[src/rtl/spa_pkg.sv]
package spa_pkg;
    typedef enum logic [0:0] {
        ST_LOAD_A = 1'b0,
        ST_LOAD_B = 1'b1
    } spa_state_t;
endpackage

[src/rtl/spa_ctrl.sv]
module spa_ctrl
    import spa_pkg::*;
#(
    parameter int NBITS = 4
) (
    input  logic clk,
    input  logic rst,
    input  logic bit_ok,
    output logic shift_a,
    output logic shift_b,
    output logic last_bit
);
    localparam int TOTAL = 2 * NBITS;
    localparam int CW    = $clog2(TOTAL);

    spa_state_t    state_q, state_d;
    logic [CW-1:0] cnt_q;
    logic          a_full;

    assign a_full   = (cnt_q == CW'(NBITS - 1));
    assign shift_a  = bit_ok && (state_q == ST_LOAD_A);
    assign shift_b  = bit_ok && (state_q == ST_LOAD_B);
    assign last_bit = shift_b && (cnt_q == CW'(TOTAL - 1));

    // next-state: A_TO_B on the last A bit, B_TO_A on the last B bit
    always_comb begin
        state_d = state_q;
        unique case (state_q)
            ST_LOAD_A: if (a_full)   state_d = ST_LOAD_B;
            ST_LOAD_B: if (last_bit) state_d = ST_LOAD_A;
        endcase
    end

    always_ff @(posedge clk) begin
        if (rst) begin
            state_q <= ST_LOAD_A;
            cnt_q   <= '0;
        end else if (bit_ok) begin
            state_q <= state_d;
            cnt_q   <= last_bit ? '0 : cnt_q + 1'b1;
        end
    end

    assert_idle_hold_R4: assert property (@(posedge clk) disable iff (rst)
        !bit_ok |=> ($stable(cnt_q) && $stable(state_q)));

    assert_b_phase_count_R3: assert property (@(posedge clk) disable iff (rst)
        (state_q == ST_LOAD_B) |-> (cnt_q >= CW'(NBITS)));

    assert_wrap_to_a_R8: assert property (@(posedge clk) disable iff (rst)
        last_bit |=> (state_q == ST_LOAD_A && cnt_q == '0));
endmodule

[src/rtl/spa_shreg.sv]
module spa_shreg #(
    parameter int W = 4
) (
    input  logic         clk,
    input  logic         rst,
    input  logic         en,
    input  logic         din,
    output logic [W-1:0] q,
    output logic [W-1:0] q_nxt
);
    assign q_nxt = {q[W-2:0], din};

    always_ff @(posedge clk) begin
        if (rst)     q <= '0;
        else if (en) q <= q_nxt;
    end

    assert_msb_first_R2: assert property (@(posedge clk) disable iff (rst)
        en |=> (q[0] == $past(din)));

    assert_hold_when_off_R4: assert property (@(posedge clk) disable iff (rst)
        !en |=> $stable(q));
endmodule

[src/rtl/spa_rca.sv]
module spa_rca #(
    parameter int W = 4
) (
    input  logic [W-1:0] a,
    input  logic [W-1:0] b,
    output logic [W-1:0] s,
    output logic         cout
);
    logic [W:0] c;
    assign c[0] = 1'b0;

    for (genvar i = 0; i < W; i++) begin : g_fa
        assign s[i]   = a[i] ^ b[i] ^ c[i];
        assign c[i+1] = (a[i] & b[i]) | (c[i] & (a[i] ^ b[i]));
    end

    assign cout = c[W];
endmodule

[src/rtl/serial_pair_adder.sv]
module serial_pair_adder #(
    parameter int W = 4
) (
    input  logic         clk,
    input  logic         rst,
    input  logic         sdata,
    input  logic         svalid,
    output logic [W-1:0] sum,
    output logic         carry,
    output logic         done
);
    logic         shift_a, shift_b, last_bit;
    logic [W-1:0] a_q, a_nxt, b_q, b_nxt;
    logic [W-1:0] add_s;
    logic         add_c;

    spa_ctrl #(.NBITS(W)) u_ctrl (
        .clk(clk), .rst(rst), .bit_ok(svalid),
        .shift_a(shift_a), .shift_b(shift_b), .last_bit(last_bit)
    );

    spa_shreg #(.W(W)) u_reg_a (
        .clk(clk), .rst(rst), .en(shift_a), .din(sdata),
        .q(a_q), .q_nxt(a_nxt)
    );

    spa_shreg #(.W(W)) u_reg_b (
        .clk(clk), .rst(rst), .en(shift_b), .din(sdata),
        .q(b_q), .q_nxt(b_nxt)
    );

    // B's final bit is folded in through b_nxt so the sum lands with it
    spa_rca #(.W(W)) u_add (
        .a(a_q), .b(b_nxt), .s(add_s), .cout(add_c)
    );

    always_ff @(posedge clk) begin
        if (rst) begin
            sum   <= '0;
            carry <= 1'b0;
            done  <= 1'b0;
        end else begin
            done <= last_bit;
            if (last_bit) begin
                sum   <= add_s;
                carry <= add_c;
            end
        end
    end

    assert_done_pulse_R5: assert property (@(posedge clk) disable iff (rst)
        done |=> !done);

    assert_done_cause_R5: assert property (@(posedge clk) disable iff (rst)
        done |-> $past(svalid));

    assert_result_hold_R7: assert property (@(posedge clk) disable iff (rst)
        !done |-> $stable({carry, sum}));

    assert_no_shift_both_R3: assert property (@(posedge clk) disable iff (rst)
        !(shift_a && shift_b));

    wire unused_ok = ^{a_nxt, b_q};
endmodule

[config.mk]
export PLATFORM = sky130hd
export DESIGN_NAME = serial_pair_adder
export DESIGN_NICKNAME = d
export VERILOG_FILES = /design/src/rtl/spa_pkg.sv /design/src/rtl/spa_ctrl.sv /design/src/rtl/spa_shreg.sv /design/src/rtl/spa_rca.sv /design/src/rtl/serial_pair_adder.sv
export SDC_FILE = /design/constraint.sdc
export NUM_CORES = 1
export LEC_CHECK = 0
export CAP_MARGIN = 25
export CORE_MARGIN = 10
export CORE_UTILIZATION = 35
export DETAILED_ROUTE_END_ITERATION = 12
export DONT_BUFFER_PORTS = 1
export GPL_ROUTABILITY_DRIVEN = 0
export SYNTH_ARGS = -nofsm -noshare
export SYNTH_HDL_FRONTEND = slang
export SYNTH_SLANG_ARGS = --single-unit
[constraint.sdc]
create_clock -name clk -period 2 [get_ports clk]
set_input_delay 0.3 -clock clk [delete_from_list [all_inputs] [get_ports clk]]
set_output_delay 0.3 -clock clk [all_outputs]
set_load 0.01 [all_outputs]
=== Word level (Yosys, flattened, before mapping) ===
Cells that the tools add are included.

* Output and inout port bits: 6
* RAM bits: 0
* Bits in latches: 0
* Memories kept: 0
* Register bits: 17
* Bits in read-only memories: 0

* Bitwise operators: 18
* Div/mod/pow operators: 0
* Reductions and logical operators: 3
* Equal/unequal tests: 2
* Multipliers: 0
* Shifts and indexed selects: 0
* $lt $le $gt $ge: 0
* Add/sub/neg operators: 1
* Multiplexer cells: 4

{| class="wikitable"
|+ Operator list
! kind !! count
|-
| $and 1x1->1 || 7
|-
| $xor 1x1->1 || 7
|-
| $add 3x1->3 const B || 1
|-
| $eq 3x2->1 const B || 1
|-
| $eq 3x3->1 const B || 1
|-
| $logic_and 1x1->1 || 3
|-
| $mux 3 || 1
|-
| $or 1x1->1 || 3
|-
| $mux 1 || 2
|-
| $pmux 1 s2 || 1
|-
| $not 1->1 || 1
|}

=== Depth between registers and ports, before layout ===
* Word-level depth: 7
* Mapped depth: 8

=== Cells and area by module ===
Synthesis repeated with hierarchy kept, for this count alone.

* Cell total of the unflattened synthesis: 91
* Area, all modules: 894.6 um^2

{| class="wikitable"
|+ By module, submodules not included
! module !! area each (um^2) !! cells an instance !! times used !! sequential area each (um^2)
|-
| spa_shreg || 170.2 || 17 || 2 || 80.1
|-
| spa_ctrl || 237.7 || 25 || 1 || 80.1
|-
| serial_pair_adder || 206.4 || 18 || 1 || 120.1
|-
| spa_rca || 110.1 || 14 || 1 || 0.0
|}

=== Worst setup path after synthesis ===
OpenSTA, ideal clock, no wires.

* Path type: input to register
* Start: in sdata
* End: reg sum[3]
* Stages on the path: 8
* Data arrival time: 1697 ps
* Data required time: 1921 ps
* Path slack: 224 ps
* Path through: ha_1 inv_1 fa_1 inv_1 fa_1 inv_1 fa_1 a211oi_2

* Word-level cells in the longest chain between the ends: 6

{| class="wikitable"
|+ RTL lines
! item !! line !! RTL
|-
| start: declaration || serial_pair_adder.sv:6 || <nowiki>input logic sdata,</nowiki>
|-
| $and 1x1->1 (2 in series) || spa_rca.sv:14 || <nowiki>assign c[i+1] = (a[i] & b[i]) | (c[i] & (a[i] ^ b[i]));</nowiki>
|-
| $or 1x1->1 || spa_rca.sv:14 ||
|-
| $and 1x1->1 || spa_rca.sv:14 ||
|-
| $or 1x1->1 || spa_rca.sv:14 ||
|-
| $xor 1x1->1 || spa_rca.sv:13 || <nowiki>assign s[i] = a[i] ^ b[i] ^ c[i];</nowiki>
|-
| end signal: assignment || serial_pair_adder.sv:45 || <nowiki>sum <= add_s;</nowiki>
|-
| end: declaration || serial_pair_adder.sv:8 || <nowiki>output logic [W-1:0] sum,</nowiki>
|}

No other way between the ends.
A chain may end at the register's enable or synchronous reset.

=== Final worst setup path ===
* Start: reg u_reg_a.q[0]
* End: reg sum[3]

* Word-level cells in the longest chain between the ends: 6

{| class="wikitable"
|+ RTL lines
! item !! line !! RTL
|-
| start: declaration || spa_shreg.sv:8 || <nowiki>output logic [W-1:0] q,</nowiki>
|-
| start signal: assignment || spa_shreg.sv:15 || <nowiki>else if (en) q <= q_nxt;</nowiki>
|-
| $and 1x1->1 (2 in series) || spa_rca.sv:14 ||
|-
| $or 1x1->1 || spa_rca.sv:14 ||
|-
| $and 1x1->1 || spa_rca.sv:14 ||
|-
| $or 1x1->1 || spa_rca.sv:14 ||
|-
| $xor 1x1->1 || spa_rca.sv:13 ||
|}

No other way between the ends.

==> flow_metrics.env <==
export IMPL_outcome="finished clean"
export IMPL_min_to="sum[3]"
export IMPL_die_h_um=67.9
export IMPL_drive_gt1_share_pct=12.3
export IMPL_synth_xor_area_share_pct=0
export IMPL_wirelength_mm=1.37
export IMPL_grt_max_degree=18
export IMPL_antenna_found_initial=0
export IMPL_cp_arrival_ns=2.09
export IMPL_grt_pass1_wl_mm=2.41
export IMPL_cpMaxStageDelayCell="fa_1"
export IMPL_fin_skew_ns=0.00533
export IMPL_grt_ovfl_total=0
export IMPL_vias=528
export IMPL_cts_reportedPaths_clkPinSlew_ns=0.10
export IMPL_rsz0062_at_grt="no"
export IMPL_cts_repair_resized=0
export IMPL_dp_cells=105
export IMPL_ys_warn_count=0
export IMPL_tightest_slew_ns=0.487
export IMPL_setup_viol=0
export IMPL_r2r_setup_slack_ns=0.14
export IMPL_multiInputGateArea_sq_um=387
export IMPL_wl_met1_um=580
export IMPL_mostFrequentLayoutCells="dfxtp_1, inv_1, nor2_1, mux2i_1"
export IMPL_postCtsSetupRepairBufs=0
export IMPL_synth_distinct_cells=19
export IMPL_core_sq_mm=0.00219
export IMPL_crit_fanout=3
export IMPL_initial_utilization_pct=36.7
export IMPL_reg2reg_depth=8
export IMPL_final_cell_count_no_fill=109
export IMPL_drv_slew=0
export IMPL_critPathMaxStageDelay_ns=0.42
export IMPL_synth_edff_count=0
export IMPL_ff_latch_area_sq_um=342
export IMPL_worstSetupPathType="register to register"
export IMPL_grt_use_total_pct=6.87
export IMPL_clock_latency_ns=0.29
export IMPL_place_area_sq_um=796
export IMPL_cts_hold_buf=0
export IMPL_synth_adder_area_share_pct=13.7
export IMPL_hold_path_class="input pin to register"
export IMPL_routed_top_layer="met4"
export IMPL_layout_nets=93
export IMPL_die_x_um=67.9
export IMPL_route_met3_wl_um=118
export IMPL_drt_first_iter_violations=5
export IMPL_finalCritPeriodShare_pct=93.1
export IMPL_synthArstFlopShare_pct=0
export IMPL_port_buffers=0
export IMPL_root_buffer="clkbuf_4"
export IMPL_ys_seq_area_share_pct=42.4
export IMPL_fin_util_pct=37.6
export IMPL_synth_top_family_by_area="simple AND/OR/NAND/NOR gates"
export IMPL_min_path_cells=1
export IMPL_drtPass1Iterations=2
export IMPL_muxShareOfSynthArea_pct=8.72
export IMPL_cts_tree="yes"
export IMPL_grt_pass1_vias=551
export IMPL_maxCapViolCount=0
export IMPL_fmax_ghz=0.537
export IMPL_slew_headroom_pct=67.6
export IMPL_synth_area_sq_um=803
export IMPL_fin_area_sq_um=823
export IMPL_ir_worst_vdd_mv=0.505
export IMPL_drcViolationCount=0
export IMPL_cts_sinks=17
export IMPL_syn_num_nets=94
export IMPL_rr_endpoint="sum[3]"
export IMPL_crit_chain="ha_1, inv_1, fa_1, inv_1, fa_1, inv_1, fa_1, a211oi_2"
export IMPL_hpwlAfterDp_um=998
export IMPL_fillers=236
export IMPL_htreeDepth=1
export IMPL_diodes=0
export IMPL_dieArea_sq_mm=0.00461
export IMPL_hold_viol=0
export IMPL_setup_tns_ns=0
export IMPL_ant_nets=0
export IMPL_cp_end_kind="register"
export IMPL_hold_path_startpoint="rst"
export IMPL_final_min_clock_period_ns=1.86
export IMPL_critical_path_required_ns=2.23
export IMPL_via_per_inst=4.84
export IMPL_synth_ff_latch_count=17
export IMPL_numCtsBuffers=3
export IMPL_synthSimpleGateAreaFrac_pct=16.2
export IMPL_final_common_cell="dfxtp_1"
export IMPL_dr_wl_met2_um=660
export IMPL_syn_avg_cell_area_sq_um=9.68
export IMPL_p_leak_nw=0.306
export IMPL_start_kind="register"
export IMPL_cts_buffer_depth=2
export IMPL_power_density_mw_per_mm2=678
export IMPL_synth_compound_area_share_pct=9.50
export IMPL_placementRows=17
export IMPL_synthFlopType="dfxtp_1"
export IMPL_io_pins=10
export IMPL_flow_area_growth_from_synthesis_pct=2.49
export IMPL_netlist_instances=83
export IMPL_reg2reg_from="u_reg_a.q[0]"
export IMPL_wire_per_inst_um=12.6
[worst max path at each step]
| stage | from | to | slack, ns |
|---|---|---|---|
| floorplan | sdata | sum[3] | 0.22 |
| global placement | sdata | sum[3] | 0.16 |
| detailed placement | u_reg_a.q[0] | sum[3] | 0.13 |
| CTS | u_reg_a.q[0] | sum[3] | 0.11 |
| global route | u_reg_a.q[0] | sum[3] | 0.001 |
| finish | u_reg_a.q[0] | sum[3] | 0.14 |
[state kept, by name (all words and copies together) (netlist names)]
signal,flops
done,1
carry,1
u_ctrl.state_q,1
u_reg_b.q,3
sum,4
u_ctrl.cnt_q,3
u_reg_a.q,4
[worst max-delay path, delay by kind of cell, from the launching register on]
kind / cells / cell delay, ns
buf+inv: 3 / 0.18
compound gates: 1 / 0.17
fa+ha+maj: 4 / 1.10
flops: 1 / 0.34
[synth_stat cells, types with 2 or more instances]
| cell | count | area share (%) |
|---|---|---|
| nand2_1 | 6 | 2.8 |
| mux2i_1 | 7 | 8.7 |
| dfxtp_1 | 17 | 42 |
| a21oi_1 | 6 | 3.7 |
| buf_2 | 3 | 1.9 |
| nand2b_1 | 3 | 2.3 |
| nor2_1 | 8 | 3.7 |
| nand3_1 | 4 | 2.5 |
| fa_1 | 3 | 7.5 |
| a211oi_2 | 3 | 4.7 |
| ha_1 | 4 | 6.2 |
| nor2_2 | 3 | 2.3 |
| buf_6 | 2 | 2.8 |
| inv_1 | 9 | 4.2 |
[through the flow]
| step | total power [mW] | hold WS, ns | setup slack, ns |
|---|---|---|---|
| CTS | 0.569 | 0.0402 | 0.111 |
| global placement | 0.378 | 0.369 | 0.158 |
| global route | 0.589 | 0.0285 | 0.00126 |
| floorplan | 0.385 | 0.436 | 0.224 |
| finish | 0.558 | 0.0536 | 0.138 |
| detailed placement | 0.379 | 0.370 | 0.130 |
[final cells by class]
type / count / share of cell area, %
Inverter: 9 / 4.10
Sequential cell: 17 / 41.5
Multi-Input combinational cell: 51 / 47.0
Tap cell: 28 / 4.26
Clock buffer: 4 / 3.19
[kinds of logic after synthesis]
logic type / after synthesis
buf+inv: 15
simple gates: 27
compound gates: 10
mux: 7
flops: 17
fa+ha+maj: 7
[per-layer routing]
layer	up-vias	GRT usage, %
met5	-	0
met4	0	2.26
met3	3	4.24
met2	10	11.9
met1	252	6.67
li1	263	-
[power by group]
part,switching [mW],internal (mW),total (mW),leakage [nW]
logic,0.0102,0.0122,0.0224,0.153
registers,0.00453,0.344,0.349,0.138
clock network,0.109,0.0777,0.187,0.0150
total,0.124,0.434,0.558,0.306
(Power assumes the default switching activity.)
